==> config.mk <==
export PLATFORM = sky130hd
export DESIGN_NAME = fpm_ctrl
export DESIGN_NICKNAME = d
export VERILOG_FILES = /design/src/rtl/fpm_pkg.sv /design/src/rtl/fpm_elapsed.sv /design/src/rtl/fpm_ref_timer.sv /design/src/rtl/fpm_ctrl.sv
export SDC_FILE = /design/constraint.sdc
export NUM_CORES = 1
export LEC_CHECK = 0
export BUFFER_PORTS_ARGS = -buffer_cell sky130_fd_sc_hd__buf_2
export CAP_MARGIN = 20
export CORE_MARGIN = 2
export CORE_UTILIZATION = 30
export CTS_BUF_LIST = sky130_fd_sc_hd__clkbuf_2
export DETAILED_ROUTE_END_ITERATION = 7
export GPL_TIMING_DRIVEN = 0
export PLACE_DENSITY = 0.48
export SYNTH_ARGS = -nofsm -noshare
export SYNTH_HDL_FRONTEND = slang
export SYNTH_SLANG_ARGS = --single-unit
==> constraint.sdc <==
create_clock -name clk -period 5 [get_ports clk]
set_input_delay 0.25 -clock clk [delete_from_list [all_inputs] [get_ports clk]]
set_output_delay 0.25 -clock clk [all_outputs]
set_load 0.05 [all_outputs]
==> src/rtl/fpm_pkg.sv <==
package fpm_pkg;

    typedef enum logic [2:0] {
        ST_IDLE,
        ST_OPEN,
        ST_COLSET,
        ST_STROBE,
        ST_PRECH,
        ST_RFC,
        ST_RFR
    } fpm_state_e;

    localparam int N_TIMERS = 3;
    localparam int TMR_RAS  = 0;
    localparam int TMR_CAS  = 1;
    localparam int TMR_PRE  = 2;

endpackage

==> src/rtl/fpm_elapsed.sv <==
module fpm_elapsed #(
    parameter int W   = 4,
    parameter int MAX = 11
) (
    input  logic         clk,
    input  logic         rst_n,
    input  logic         restart,
    output logic [W-1:0] count
);
    logic [W-1:0] cnt_d, cnt_q;

    always_comb begin
        cnt_d = cnt_q;
        if (restart)
            cnt_d = W'(1);
        else if (cnt_q < W'(MAX))
            cnt_d = cnt_q + W'(1);
    end

    always_ff @(posedge clk or negedge rst_n) begin
        if (!rst_n) cnt_q <= W'(MAX);
        else        cnt_q <= cnt_d;
    end

    assign count = cnt_q;
endmodule

==> src/rtl/fpm_ref_timer.sv <==
module fpm_ref_timer #(
    parameter int INTERVAL = 1560
) (
    input  logic clk,
    input  logic rst_n,
    input  logic ack,
    output logic pending
);
    localparam int CW = $clog2(INTERVAL);

    typedef struct packed {
        logic [CW-1:0] cnt;
        logic          pend;
    } tmr_t;

    tmr_t t_d, t_q;
    logic tick;

    always_comb begin
        t_d  = t_q;
        tick = (t_q.cnt == CW'(INTERVAL - 1));
        t_d.cnt  = tick ? '0 : t_q.cnt + CW'(1);
        t_d.pend = tick | (t_q.pend & ~ack);
    end

    always_ff @(posedge clk or negedge rst_n) begin
        if (!rst_n) t_q <= '0;
        else        t_q <= t_d;
    end

    assign pending = t_q.pend;

    p_one_per_interval_r8: assert property (@(posedge clk) disable iff (!rst_n)
        (t_q.pend && !ack) |=> t_q.pend);
endmodule

==> src/rtl/fpm_ctrl.sv <==
module fpm_ctrl #(
    parameter int ROW_W   = 11,
    parameter int COL_W   = 10,
    parameter int DW      = 8,
    parameter int T_RC    = 11,
    parameter int T_PC    = 4,
    parameter int T_RAC   = 6,
    parameter int T_CAC   = 2,
    parameter int T_RP    = 4,
    parameter int T_RASMN = 6,
    parameter int REF_INT = 1560
) (
    input  logic                   clk,
    input  logic                   rst_n,
    input  logic                   host_valid,
    input  logic                   host_write,
    input  logic [ROW_W+COL_W-1:0] host_addr,
    input  logic [DW-1:0]          host_wdata,
    output logic                   host_done,
    output logic [DW-1:0]          host_rdata,
    output logic                   mem_ras_n,
    output logic                   mem_cas_n,
    output logic                   mem_we_n,
    output logic                   mem_oe_n,
    output logic [((ROW_W > COL_W) ? ROW_W : COL_W)-1:0] mem_addr,
    output logic [DW-1:0]          mem_dq_out,
    output logic                   mem_dq_oe,
    input  logic [DW-1:0]          mem_dq_in
);
    import fpm_pkg::*;

    localparam int MA_W  = (ROW_W > COL_W) ? ROW_W : COL_W;
    localparam int MX1   = (T_RC > T_RASMN) ? T_RC : T_RASMN;
    localparam int MX2   = (T_PC > T_RP) ? T_PC : T_RP;
    localparam int MX3   = (T_RAC > T_CAC) ? T_RAC : T_CAC;
    localparam int MX12  = (MX1 > MX2) ? MX1 : MX2;
    localparam int CNT_MAX = (MX12 > MX3) ? MX12 : MX3;
    localparam int CW    = $clog2(CNT_MAX + 1) + 1;

    typedef struct packed {
        fpm_state_e       st;
        logic             ras_n;
        logic             cas_n;
        logic             we_n;
        logic             oe_n;
        logic [MA_W-1:0]  ma;
        logic             dq_oe;
        logic [DW-1:0]    wdata;
        logic [DW-1:0]    rdata;
        logic             done;
        logic             open;
        logic [ROW_W-1:0] open_row;
        logic             wr;
    } regs_t;

    regs_t r_d, r_q;

    logic [N_TIMERS-1:0] restart;
    logic [CW-1:0]       since [N_TIMERS];
    logic                ref_pend, ref_ack;

    logic [ROW_W-1:0] req_row;
    logic [COL_W-1:0] req_col;
    assign req_row = host_addr[ROW_W+COL_W-1:COL_W];
    assign req_col = host_addr[COL_W-1:0];

    for (genvar g = 0; g < N_TIMERS; g++) begin : g_tmr
        fpm_elapsed #(.W(CW), .MAX(CNT_MAX)) u_el (
            .clk     (clk),
            .rst_n   (rst_n),
            .restart (restart[g]),
            .count   (since[g])
        );
    end

    fpm_ref_timer #(.INTERVAL(REF_INT)) u_ref (
        .clk     (clk),
        .rst_n   (rst_n),
        .ack     (ref_ack),
        .pending (ref_pend)
    );

    always_comb begin
        r_d      = r_q;
        r_d.done = 1'b0;
        ref_ack  = 1'b0;
        unique case (r_q.st)
            ST_IDLE: begin
                if (ref_pend) begin
                    if (r_q.open) begin
                        r_d.st    = ST_PRECH;
                        r_d.ras_n = 1'b1;
                        r_d.open  = 1'b0;
                    end else begin
                        r_d.st    = ST_RFC;
                        r_d.cas_n = 1'b0;
                        ref_ack   = 1'b1;
                    end
                end else if (host_valid) begin
                    if (r_q.open && (r_q.open_row == req_row)) begin
                        r_d.st    = ST_COLSET;
                        r_d.ma    = MA_W'(req_col);
                        r_d.we_n  = ~host_write;
                        r_d.dq_oe = host_write;
                        r_d.wr    = host_write;
                        r_d.wdata = host_wdata;
                    end else if (r_q.open) begin
                        r_d.st    = ST_PRECH;
                        r_d.ras_n = 1'b1;
                        r_d.open  = 1'b0;
                    end else begin
                        r_d.st       = ST_OPEN;
                        r_d.ras_n    = 1'b0;
                        r_d.ma       = MA_W'(req_row);
                        r_d.open     = 1'b1;
                        r_d.open_row = req_row;
                        r_d.wr       = host_write;
                        r_d.wdata    = host_wdata;
                    end
                end
            end
            ST_OPEN: begin
                r_d.st    = ST_COLSET;
                r_d.ma    = MA_W'(req_col);
                r_d.we_n  = ~r_q.wr;
                r_d.dq_oe = r_q.wr;
            end
            ST_COLSET: begin
                if (since[TMR_CAS] >= CW'(T_PC)) begin
                    r_d.st    = ST_STROBE;
                    r_d.cas_n = 1'b0;
                    r_d.oe_n  = r_q.wr;
                end
            end
            ST_STROBE: begin
                if ((since[TMR_CAS] >= CW'(T_CAC)) &&
                    (r_q.wr || (since[TMR_RAS] >= CW'(T_RAC)))) begin
                    r_d.st    = ST_IDLE;
                    r_d.cas_n = 1'b1;
                    r_d.oe_n  = 1'b1;
                    r_d.we_n  = 1'b1;
                    r_d.dq_oe = 1'b0;
                    r_d.done  = 1'b1;
                    if (!r_q.wr) r_d.rdata = mem_dq_in;
                end
            end
            ST_PRECH: begin
                if ((since[TMR_PRE] >= CW'(T_RP)) && (since[TMR_RAS] >= CW'(T_RC)))
                    r_d.st = ST_IDLE;
            end
            ST_RFC: begin
                r_d.st    = ST_RFR;
                r_d.ras_n = 1'b0;
            end
            ST_RFR: begin
                if (since[TMR_RAS] >= CW'(T_RASMN)) begin
                    r_d.st    = ST_PRECH;
                    r_d.ras_n = 1'b1;
                    r_d.cas_n = 1'b1;
                end
            end
            default: r_d.st = ST_IDLE;
        endcase
        restart[TMR_RAS] = r_q.ras_n & ~r_d.ras_n;
        restart[TMR_CAS] = r_q.cas_n & ~r_d.cas_n;
        restart[TMR_PRE] = ~r_q.ras_n & r_d.ras_n;
    end

    always_ff @(posedge clk or negedge rst_n) begin
        if (!rst_n) begin
            r_q       <= '0;
            r_q.st    <= ST_IDLE;
            r_q.ras_n <= 1'b1;
            r_q.cas_n <= 1'b1;
            r_q.we_n  <= 1'b1;
            r_q.oe_n  <= 1'b1;
        end else begin
            r_q <= r_d;
        end
    end

    assign host_done  = r_q.done;
    assign host_rdata = r_q.rdata;
    assign mem_ras_n  = r_q.ras_n;
    assign mem_cas_n  = r_q.cas_n;
    assign mem_we_n   = r_q.we_n;
    assign mem_oe_n   = r_q.oe_n;
    assign mem_addr   = r_q.ma;
    assign mem_dq_out = r_q.wdata;
    assign mem_dq_oe  = r_q.dq_oe;

    // Independent pin-level gap counters used only by the properties below
    logic [CW-1:0] a_ras_gap, a_cas_gap;
    logic          a_ras_prev, a_cas_prev;
    always_ff @(posedge clk or negedge rst_n) begin
        if (!rst_n) begin
            a_ras_gap  <= CW'(CNT_MAX);
            a_cas_gap  <= CW'(CNT_MAX);
            a_ras_prev <= 1'b1;
            a_cas_prev <= 1'b1;
        end else begin
            a_ras_prev <= mem_ras_n;
            a_cas_prev <= mem_cas_n;
            if (a_ras_prev && !mem_ras_n)        a_ras_gap <= CW'(1);
            else if (a_ras_gap < CW'(CNT_MAX))   a_ras_gap <= a_ras_gap + CW'(1);
            if (a_cas_prev && !mem_cas_n)        a_cas_gap <= CW'(1);
            else if (a_cas_gap < CW'(CNT_MAX))   a_cas_gap <= a_cas_gap + CW'(1);
        end
    end

    p_row_cycle_r4: assert property (@(posedge clk) disable iff (!rst_n)
        $fell(mem_ras_n) |-> (a_ras_gap >= CW'(T_RC)));

    p_page_cycle_r6: assert property (@(posedge clk) disable iff (!rst_n)
        $fell(mem_cas_n) |-> (a_cas_gap >= CW'(T_PC)));

    p_early_we_r7: assert property (@(posedge clk) disable iff (!rst_n)
        ($fell(mem_cas_n) && !mem_we_n) |-> !$past(mem_we_n));

    p_oe_we_excl_r7: assert property (@(posedge clk) disable iff (!rst_n)
        !mem_oe_n |-> mem_we_n);

    p_cbr_order_r8: assert property (@(posedge clk) disable iff (!rst_n)
        ($fell(mem_ras_n) && !mem_cas_n) |-> !$past(mem_cas_n));

    p_done_pulse_r9: assert property (@(posedge clk) disable iff (!rst_n)
        host_done |=> !host_done);
endmodule

==> results of run 1 <==
-- synthesized netlist by cell type (2+ instances only) --
master / count
sky130_fd_sc_hd__or3_1: 2
sky130_fd_sc_hd__nor2_1: 28
sky130_fd_sc_hd__o31ai_1: 2
sky130_fd_sc_hd__nand2_1: 17
sky130_fd_sc_hd__a41oi_1: 4
sky130_fd_sc_hd__buf_4: 27
sky130_fd_sc_hd__nor4_1: 3
sky130_fd_sc_hd__or4bb_1: 2
sky130_fd_sc_hd__dfrtp_1: 63
sky130_fd_sc_hd__ha_1: 7
sky130_fd_sc_hd__xnor2_1: 16
sky130_fd_sc_hd__a31oi_1: 2
sky130_fd_sc_hd__mux2_1: 26
sky130_fd_sc_hd__nand3_1: 8
sky130_fd_sc_hd__xor2_1: 8
sky130_fd_sc_hd__a21o_1: 2
sky130_fd_sc_hd__nand2b_1: 8
sky130_fd_sc_hd__o21ai_0: 10
sky130_fd_sc_hd__buf_2: 5
sky130_fd_sc_hd__mux2_2: 22
sky130_fd_sc_hd__dfstp_2: 13
sky130_fd_sc_hd__nor3_1: 6
sky130_fd_sc_hd__and3_1: 2
sky130_fd_sc_hd__clkbuf_1: 2
sky130_fd_sc_hd__nor2b_1: 3
sky130_fd_sc_hd__a21oi_1: 13
sky130_fd_sc_hd__nand4_1: 4
sky130_fd_sc_hd__inv_1: 13
-- through the flow --
step           hold slack (ns)  cells  power, µW  area [µm²]
6_report                 0.110    644       3040        4970
5_1_grt                  0.112    644       3280        4970
4_1_cts                 0.0567    643       3080        4970
3_5_place_dp             0.220    588       2710        4460
3_3_place_gp             0.449    587       2680        4430
2_1_floorplan          -0.0456    342       2370        3850
-- timing repair --
| item | CTS | global route |
|---|---|---|
| resized for setup | 0 | 0 |
| hold buffers | 39 | 0 |
| hold endpoints to repair | 110 | 0 |
-- power breakdown --
| group | switching [µW] | leakage [µW] | internal, µW | total (µW) |
|---|---|---|---|---|
| Clock | 229 | 0.0000653 | 112 | 341 |
| Combinational | 973 | 0.00131 | 639 | 1610 |
| Sequential | 183 | 0.000915 | 907 | 1090 |
-- cell type report --
type / count / area (µm²)
antenna: 1 / 2.50
buffer: 34 / 235
clock buffer: 9 / 45.0
clock inverter: 7 / 67.6
fill: 1267 / 7600
inverter: 14 / 52.6
multi-input combinational: 218 / 1650
sequential: 76 / 1920
tap: 172 / 215
timing repair buffer: 113 / 786
-- routing by layer --
layer,GRT usage,vias up,wire (µm)
li1,-,1418,-
met1,0.167,1433,3920
met2,0.205,39,3970
met3,0.0209,13,224
met4,0.0663,0,186
met5,0,-,0
-- final timing paths --
| kind | slack, ns | endpoint |
|---|---|---|
| max | 2.55 | host_rdata[0] |
| min | 0.11 | r_q[48] |
| max reg2reg | 2.55 | host_rdata[0] |
| min reg2reg | 0.48 | u_ref.t_q[1] |
| max in group asynchronous | 4.18 | g_tmr[2].u_el.count[1] |
| min in group asynchronous | 0.15 | host_rdata[3] |
-- state kept, by name (all words and copies together) (netlist names), 8 cells and up --
register          cells
r_q                  16
host_rdata            8
mem_dq_out            8
mem_addr             11
u_ref.t_q            11
g_tmr.u_el.count     15
-- placed cells by master (no fill, tap or decap), drive strengths merged, types with 2 or more instances in the layout --
cell / count
nand3: 8
dfstp: 13
buf: 106
nand2: 17
clkinv: 4
ha: 7
nand2b: 8
nor2b: 3
xnor2: 16
nor3: 7
and3: 2
or3: 2
nor4: 3
a31oi: 2
inv: 14
or4bb: 2
nor2: 29
dlygate4sd3: 39
clkbuf: 11
dfrtp: 63
a21oi: 13
nand4: 5
clkinvlp: 2
mux2: 48
a41oi: 4
xor2: 8
o31ai: 2
a21o: 2
o21ai: 12
-- logic make-up after synthesis --
| logic type | count (synthesis) |
|---|---|
| AOI/OAI and AO/OA | 50 |
| xor gates and xnor gates | 24 |
| adders and majority gates | 7 |
| buffers and inverters | 48 |
| DFF | 76 |
| muxes | 48 |
| and+or+nand+nor | 89 |
-- worst max-delay path: stages (launching register included) --
cell                       delay [ns]
sky130_fd_sc_hd__dfstp_2         0.64
sky130_fd_sc_hd__ha_1            0.17
sky130_fd_sc_hd__o21ai_1         0.12
sky130_fd_sc_hd__a311oi_1        0.48
sky130_fd_sc_hd__nand2_1         0.21
sky130_fd_sc_hd__nor2_2          0.40
sky130_fd_sc_hd__mux2_2          0.38
==> flow_results.xml, run 1 <==
<?xml version="1.0" encoding="UTF-8"?>
<metrics>
  <group name="run_status">
    <metric name="run_status" unit="">finished, final reports clean</metric>
  </group>
  <group name="sta">
    <metric name="timing_worst_slew_pin_value" unit="ns">0.806</metric>
    <metric name="setup_total_negative_slack" unit="ns">0</metric>
    <metric name="achievable-frequency" unit="GHz">0.408</metric>
    <metric name="setup_viol_count_final" unit="">0</metric>
    <metric name="period_minus_slack" unit="ns">2.45</metric>
    <metric name="finalWorstSetupSlack" unit="ns">2.55</metric>
    <metric name="post-route-period-util" unit="">0.490</metric>
    <metric name="fin_worst_skew" unit="ns">0.0353</metric>
    <metric name="max-slew-margin-rel" unit="">0.461</metric>
    <metric name="hold_viol_final" unit="">0</metric>
    <metric name="rsz0062_at_grt" unit="">false</metric>
    <metric name="finalMaxSlewViolations" unit="">0</metric>
  </group>
  <group name="critical_path">
    <metric name="worstReg2RegStart" unit="">g_tmr[0].u_el.count[1]</metric>
    <metric name="worst-r2r-cell-count" unit="">6</metric>
    <metric name="critical_path_source_type" unit="">flip-flop</metric>
    <metric name="setup.worst_path.start" unit="">g_tmr[0].u_el.count[1]</metric>
    <metric name="critical_path.max_fanout" unit="">8</metric>
    <metric name="classification_of_the_worst_setup_path" unit="">reg -&gt; reg</metric>
    <metric name="cp.required" unit="ns">5.47</metric>
    <metric name="worst_setup_path_end_kind" unit="">flip-flop</metric>
    <metric name="crit_arrival" unit="ns">2.92</metric>
  </group>
  <group name="clock_tree">
    <metric name="cts.repair_timing.setup_buffer_count" unit="">0</metric>
    <metric name="clock_tree_from_tritoncts" unit="">yes</metric>
    <metric name="clk_root_buffer_cell" unit="">sky130_fd_sc_hd__clkbuf_2</metric>
    <metric name="cts.sink_count" unit="">76</metric>
    <metric name="worstSkewPairLatency" unit="ns">0.54</metric>
    <metric name="cts.clk_slew.worst_paths" unit="ns">0.24</metric>
    <metric name="clockBufferDepth" unit="">2</metric>
    <metric name="cts_buf_count" unit="">9</metric>
    <metric name="h-tree-depth" unit="">3</metric>
  </group>
  <group name="routing">
    <metric name="aggregate_routed_wire_length" unit="mm">8.30</metric>
    <metric name="remaining_routing_drc_violations" unit="">0</metric>
    <metric name="routed-via-count" unit="">2903</metric>
    <metric name="post_drt_via_cell_ratio" unit="">4.51</metric>
    <metric name="detail_route.iter0.violations" unit="">114</metric>
    <metric name="antenna_viol_nets_final" unit="">0</metric>
    <metric name="avgRoutedWirePerCell" unit="µm">12.9</metric>
    <metric name="dr.pass1.iters" unit="">4</metric>
  </group>
  <group name="die">
    <metric name="pin_count" unit="">74</metric>
    <metric name="row_count" unit="">41</metric>
    <metric name="die_area" unit="µm²">13800</metric>
    <metric name="fp.dieH" unit="µm">117</metric>
    <metric name="die_width" unit="µm">117</metric>
    <metric name="starting_density_of_the_core" unit="">0.307</metric>
    <metric name="placeableCoreArea" unit="µm²">12600</metric>
  </group>
  <group name="logic_synthesis">
    <metric name="yosysTopAreaCell" unit="">sky130_fd_sc_hd__dfrtp_1</metric>
    <metric name="netlist_instances" unit="">342</metric>
    <metric name="synth_area_leaders" unit="">sky130_fd_sc_hd__dfrtp_1 (41%), sky130_fd_sc_hd__dfstp_2 (8.9%), sky130_fd_sc_hd__mux2_1 (7.6%)</metric>
    <metric name="proportion_of_synthesized_area_in_mux_cells" unit="">0.140</metric>
    <metric name="yosys.area_share.simple" unit="">0.117</metric>
    <metric name="mappedNetlistNets" unit="">390</metric>
    <metric name="synth_area_per_cell" unit="µm²">11.3</metric>
    <metric name="yosys_warnings" unit="">0</metric>
    <metric name="synth.yosys.seq_area_share" unit="">0.498</metric>
    <metric name="async_flop_share" unit="">1.00</metric>
    <metric name="synthAdderAreaFrac" unit="">0.0227</metric>
    <metric name="synth_top_family_by_area" unit="">multiplexers</metric>
    <metric name="netlist-cell-type-count" unit="">52</metric>
    <metric name="synth_area" unit="µm²">3850</metric>
    <metric name="synth_edf_count" unit="">0</metric>
    <metric name="synth-compound-area-share" unit="">0.0926</metric>
    <metric name="post-synth-top-area-fraction" unit="">0.409</metric>
    <metric name="synth.ff_latch_count" unit="">76</metric>
    <metric name="postSynth.topFlopCell" unit="">sky130_fd_sc_hd__dfrtp_1</metric>
    <metric name="synthXorXnorAreaFrac" unit="">0.0546</metric>
  </group>
  <group name="worst_hold_path">
    <metric name="hold_path.startpoint" unit="">host_valid</metric>
    <metric name="hold_path_class" unit="">in -&gt; reg</metric>
    <metric name="worst_hold_path_cells" unit="">4</metric>
  </group>
  <group name="layout">
    <metric name="syn2layout_area_growth" unit="%">29.0</metric>
    <metric name="final_net_count" unit="">514</metric>
    <metric name="fin_util" unit="">0.395</metric>
    <metric name="drive_above_1_share" unit="">0.348</metric>
  </group>
  <group name="run">
    <metric name="max_cap_viol_count" unit="">0</metric>
  </group>
  <group name="global_route">
    <metric name="wire_length_of_the_first_global_routing_pass" unit="mm">14.4</metric>
    <metric name="antenna_found_initial" unit="">1</metric>
    <metric name="grt_start_max_net_pins" unit="">47</metric>
    <metric name="via_count_of_the_first_global_routing_pass" unit="">2949</metric>
    <metric name="grt_overflow" unit="">0</metric>
    <metric name="global_route.usage.total" unit="">0.128</metric>
  </group>
  <group name="place">
    <metric name="dp_hpwl" unit="mm">5.74</metric>
    <metric name="port-buffer-count" unit="">73</metric>
    <metric name="place_ws" unit="ns">2.52</metric>
    <metric name="gpl.final_weighted_congestion" unit="">0.792</metric>
  </group>
  <group name="power_and_ir_drop">
    <metric name="cellLeakagePower" unit="µW">0.00229</metric>
    <metric name="p_per_cell_area" unit="nW/µm²">613</metric>
    <metric name="worst_ir_drop_vdd" unit="mV">0.257</metric>
  </group>
</metrics>
Power figures use the tool's default switching activity.
==> run 2, diff against run 1 <==
==> constraint.sdc (replaced) <==
create_clock -name clk -period 2.3 [get_ports clk]
set_input_delay 0.115 -clock clk [delete_from_list [all_inputs] [get_ports clk]]
set_output_delay 0.115 -clock clk [all_outputs]
set_load 0.05 [all_outputs]
==> run 2 against run 1 <==
  * Die area is the same
  * Critical path depth is the same
  * Clock-buffer cell count is the same
  * Via count grew 1.2%
  * Worst hold slack gained 0.19 ns
  * Sequential power increased by 120%
  * First-iteration DRC count grew 25%
  * Routed wire length increased by 1.2%
  * Cell area rose by 1.6%
  * Power increased by 120%
  * Non-clock buffer count increased by 6
  * Final cell count rose by 0.93%
  * Largest power group unchanged
==> flow_results.xml, run 2 (same netlist as run 1, synthesis figures left out) <==
<?xml version="1.0" encoding="UTF-8"?>
<metrics>
  <group name="run_status">
    <metric name="run_status" unit="">finished, final reports clean</metric>
  </group>
  <group name="clock_tree">
    <metric name="worstSkewPairLatency" unit="ns">0.54</metric>
    <metric name="cts.sink_count" unit="">76</metric>
    <metric name="cts_buf_count" unit="">9</metric>
    <metric name="clock_tree_from_tritoncts" unit="">yes</metric>
    <metric name="clockBufferDepth" unit="">2</metric>
    <metric name="cts.clk_slew.worst_paths" unit="ns">0.24</metric>
    <metric name="h-tree-depth" unit="">3</metric>
    <metric name="clk_root_buffer_cell" unit="">sky130_fd_sc_hd__clkbuf_2</metric>
  </group>
  <group name="routing">
    <metric name="post_drt_via_cell_ratio" unit="">4.52</metric>
    <metric name="detail_route.iter0.violations" unit="">142</metric>
    <metric name="avgRoutedWirePerCell" unit="µm">12.9</metric>
    <metric name="aggregate_routed_wire_length" unit="mm">8.40</metric>
    <metric name="antenna_viol_nets_final" unit="">0</metric>
    <metric name="routed-via-count" unit="">2938</metric>
    <metric name="dr.pass1.iters" unit="">4</metric>
    <metric name="remaining_routing_drc_violations" unit="">0</metric>
  </group>
  <group name="power_and_ir_drop">
    <metric name="cellLeakagePower" unit="µW">0.00234</metric>
    <metric name="p_per_cell_area" unit="nW/µm²">1320</metric>
    <metric name="worst_ir_drop_vdd" unit="mV">0.559</metric>
  </group>
  <group name="die">
    <metric name="die_area" unit="µm²">13800</metric>
    <metric name="row_count" unit="">41</metric>
    <metric name="pin_count" unit="">74</metric>
    <metric name="placeableCoreArea" unit="µm²">12600</metric>
    <metric name="starting_density_of_the_core" unit="">0.307</metric>
    <metric name="fp.dieH" unit="µm">117</metric>
    <metric name="die_width" unit="µm">117</metric>
  </group>
  <group name="global_route">
    <metric name="grtUsageMet3" unit="">0.0209</metric>
    <metric name="globalRouteMet1Util" unit="">0.174</metric>
    <metric name="via_count_of_the_first_global_routing_pass" unit="">2976</metric>
    <metric name="wire_length_of_the_first_global_routing_pass" unit="mm">14.6</metric>
    <metric name="global_route.usage.total" unit="">0.131</metric>
    <metric name="met2_usage" unit="">0.206</metric>
    <metric name="antenna_found_initial" unit="">1</metric>
    <metric name="globalRoute.busiestLayer" unit="">met2</metric>
    <metric name="grt_overflow" unit="">0</metric>
    <metric name="grt_start_max_net_pins" unit="">47</metric>
  </group>
  <group name="sta">
    <metric name="period_minus_slack" unit="ns">2.16</metric>
    <metric name="finalMaxSlewViolations" unit="">0</metric>
    <metric name="achievable-frequency" unit="GHz">0.463</metric>
    <metric name="hold_viol_final" unit="">0</metric>
    <metric name="setup_viol_count_final" unit="">0</metric>
    <metric name="post-route-period-util" unit="">0.939</metric>
    <metric name="fin_worst_skew" unit="ns">0.0350</metric>
    <metric name="finalWorstSetupSlack" unit="ns">0.141</metric>
    <metric name="rsz0062_at_grt" unit="">false</metric>
    <metric name="fin_hold_ws" unit="ns">0.299</metric>
    <metric name="max-slew-margin-rel" unit="">0.497</metric>
    <metric name="timing_worst_slew_pin_value" unit="ns">0.748</metric>
  </group>
  <group name="critical_path">
    <metric name="timing.critical_path.cells" unit="">xnor2_1 -&gt; nand4_2 -&gt; o41ai_4 -&gt; buf_4 -&gt; mux2_1 -&gt; mux2_1</metric>
    <metric name="crit_path_max_incr_delay" unit="ns">0.44</metric>
    <metric name="path_buf_inv" unit="">1</metric>
    <metric name="worstReg2RegStart" unit="">r_q[5]</metric>
    <metric name="regToRegEndpoint" unit="">mem_addr[9]</metric>
    <metric name="classification_of_the_worst_setup_path" unit="">reg -&gt; reg</metric>
    <metric name="crit_arrival" unit="ns">2.62</metric>
    <metric name="worst_setup_path_end_kind" unit="">flip-flop</metric>
    <metric name="cp.required" unit="ns">2.76</metric>
    <metric name="path_delay_family" unit="">multiplexers</metric>
    <metric name="worst-r2r-setup-slack" unit="ns">0.14</metric>
    <metric name="critical_path.max_fanout" unit="">7</metric>
    <metric name="worst-r2r-cell-count" unit="">6</metric>
    <metric name="setup.worst_path.start" unit="">r_q[5]</metric>
    <metric name="critical_path_source_type" unit="">flip-flop</metric>
    <metric name="cp_common_cell" unit="">sky130_fd_sc_hd__mux2_1</metric>
    <metric name="standard_cell_with_the_maximum_stage_delay_on_the_critical_path" unit="">sky130_fd_sc_hd__dfrtp_1</metric>
  </group>
  <group name="layout">
    <metric name="drive_above_1_share" unit="">0.356</metric>
    <metric name="syn2layout_area_growth" unit="%">31.0</metric>
    <metric name="largest_reg_flops" unit="">16</metric>
    <metric name="most_flop_heavy_register" unit="">r_q</metric>
    <metric name="mostFrequentLayoutCells" unit="">sky130_fd_sc_hd__buf_2 (77), sky130_fd_sc_hd__dfrtp_1 (63), sky130_fd_sc_hd__dlygate4sd3_1 (42)</metric>
    <metric name="layout.cells.most_common" unit="">sky130_fd_sc_hd__buf_2</metric>
    <metric name="instances_no_fill" unit="">650</metric>
    <metric name="final_net_count" unit="">520</metric>
  </group>
  <group name="worst_hold_path">
    <metric name="hold_path_end" unit="">host_rdata[6]</metric>
    <metric name="hold_path_class" unit="">in -&gt; reg</metric>
    <metric name="hold_path.startpoint" unit="">mem_dq_in[6]</metric>
    <metric name="worst_hold_path_cells" unit="">3</metric>
  </group>
  <group name="place">
    <metric name="port-buffer-count" unit="">73</metric>
    <metric name="dp_cells" unit="">588</metric>
    <metric name="place_ws" unit="ns">-0.176</metric>
    <metric name="dp_hpwl" unit="mm">5.74</metric>
    <metric name="gpl.final_weighted_congestion" unit="">0.792</metric>
  </group>
  <group name="run">
    <metric name="max_cap_viol_count" unit="">0</metric>
  </group>
</metrics>
run 2: metrics by stage:
step | utilization | total power [µW] | TNS, ns | cell area [µm²]
finish | 0.401 | 6670 | 0 | 5050
global route | 0.401 | 7180 | 0 | 5050
CTS | 0.400 | 6730 | 0 | 5020
detailed placement | 0.355 | 5900 | -2.11 | 4460
global placement | 0.353 | 5820 | -2.16 | 4430
floorplan | - | 5160 | 0 | 3850
run 2: worst max path at each step:
stage / end / slack (ns) / cells after the start
2_1_floorplan: mem_addr[0] / 0.24 / 5
3_3_place_gp: host_rdata[0] / -0.19 / 6
3_5_place_dp: host_rdata[0] / -0.18 / 6
4_1_cts: host_rdata[0] / 0.02 / 6
5_1_grt: mem_addr[3] / 0.03 / 6
6_report: mem_addr[9] / 0.14 / 6
run 2: power by group:
part	leakage, µW	switching (µW)	internal, µW
logic	0.00136	2140	1420
registers	0.000915	402	1970
clock network	0.0000653	497	244
total	0.00234	3040	3630
run 2: timing repair:
action	4_1_cts	5_1_grt
endpoints found under the setup margin	18	14
cloned	0	0
setup buffers	2	1
pin swaps	1	2
hold endpoints to repair	113	0
hold buffers	42	0
gates resized for setup	2	3
run 2: metal layers:
layer	vias to the layer above	share of wire
li1	1429	-
met1	1449	0.47
met2	47	0.48
met3	13	0.030
met4	0	0.022
met5	-	0
run 2: cell type report:
| cell class | instances | area (µm²) |
|---|---|---|
| fill | 1261 | 7520 |
| sequential | 76 | 1920 |
| multi-input combinational | 218 | 1670 |
| timing repair buffer | 119 | 838 |
| buffer | 34 | 235 |
| tap | 172 | 215 |
| clock inverter | 7 | 67.6 |
| inverter | 14 | 52.6 |
| clock buffer | 9 | 45.0 |
| antenna | 1 | 2.50 |
run 2: worst reg2reg max path, delay by kind of cell, from the launching register on:
family / cells / cell delay, ns
mux: 2 / 0.61
flops: 1 / 0.44
compound gates: 1 / 0.38
buf+inv: 1 / 0.23
xor+xnor: 1 / 0.21
simple gates: 1 / 0.21
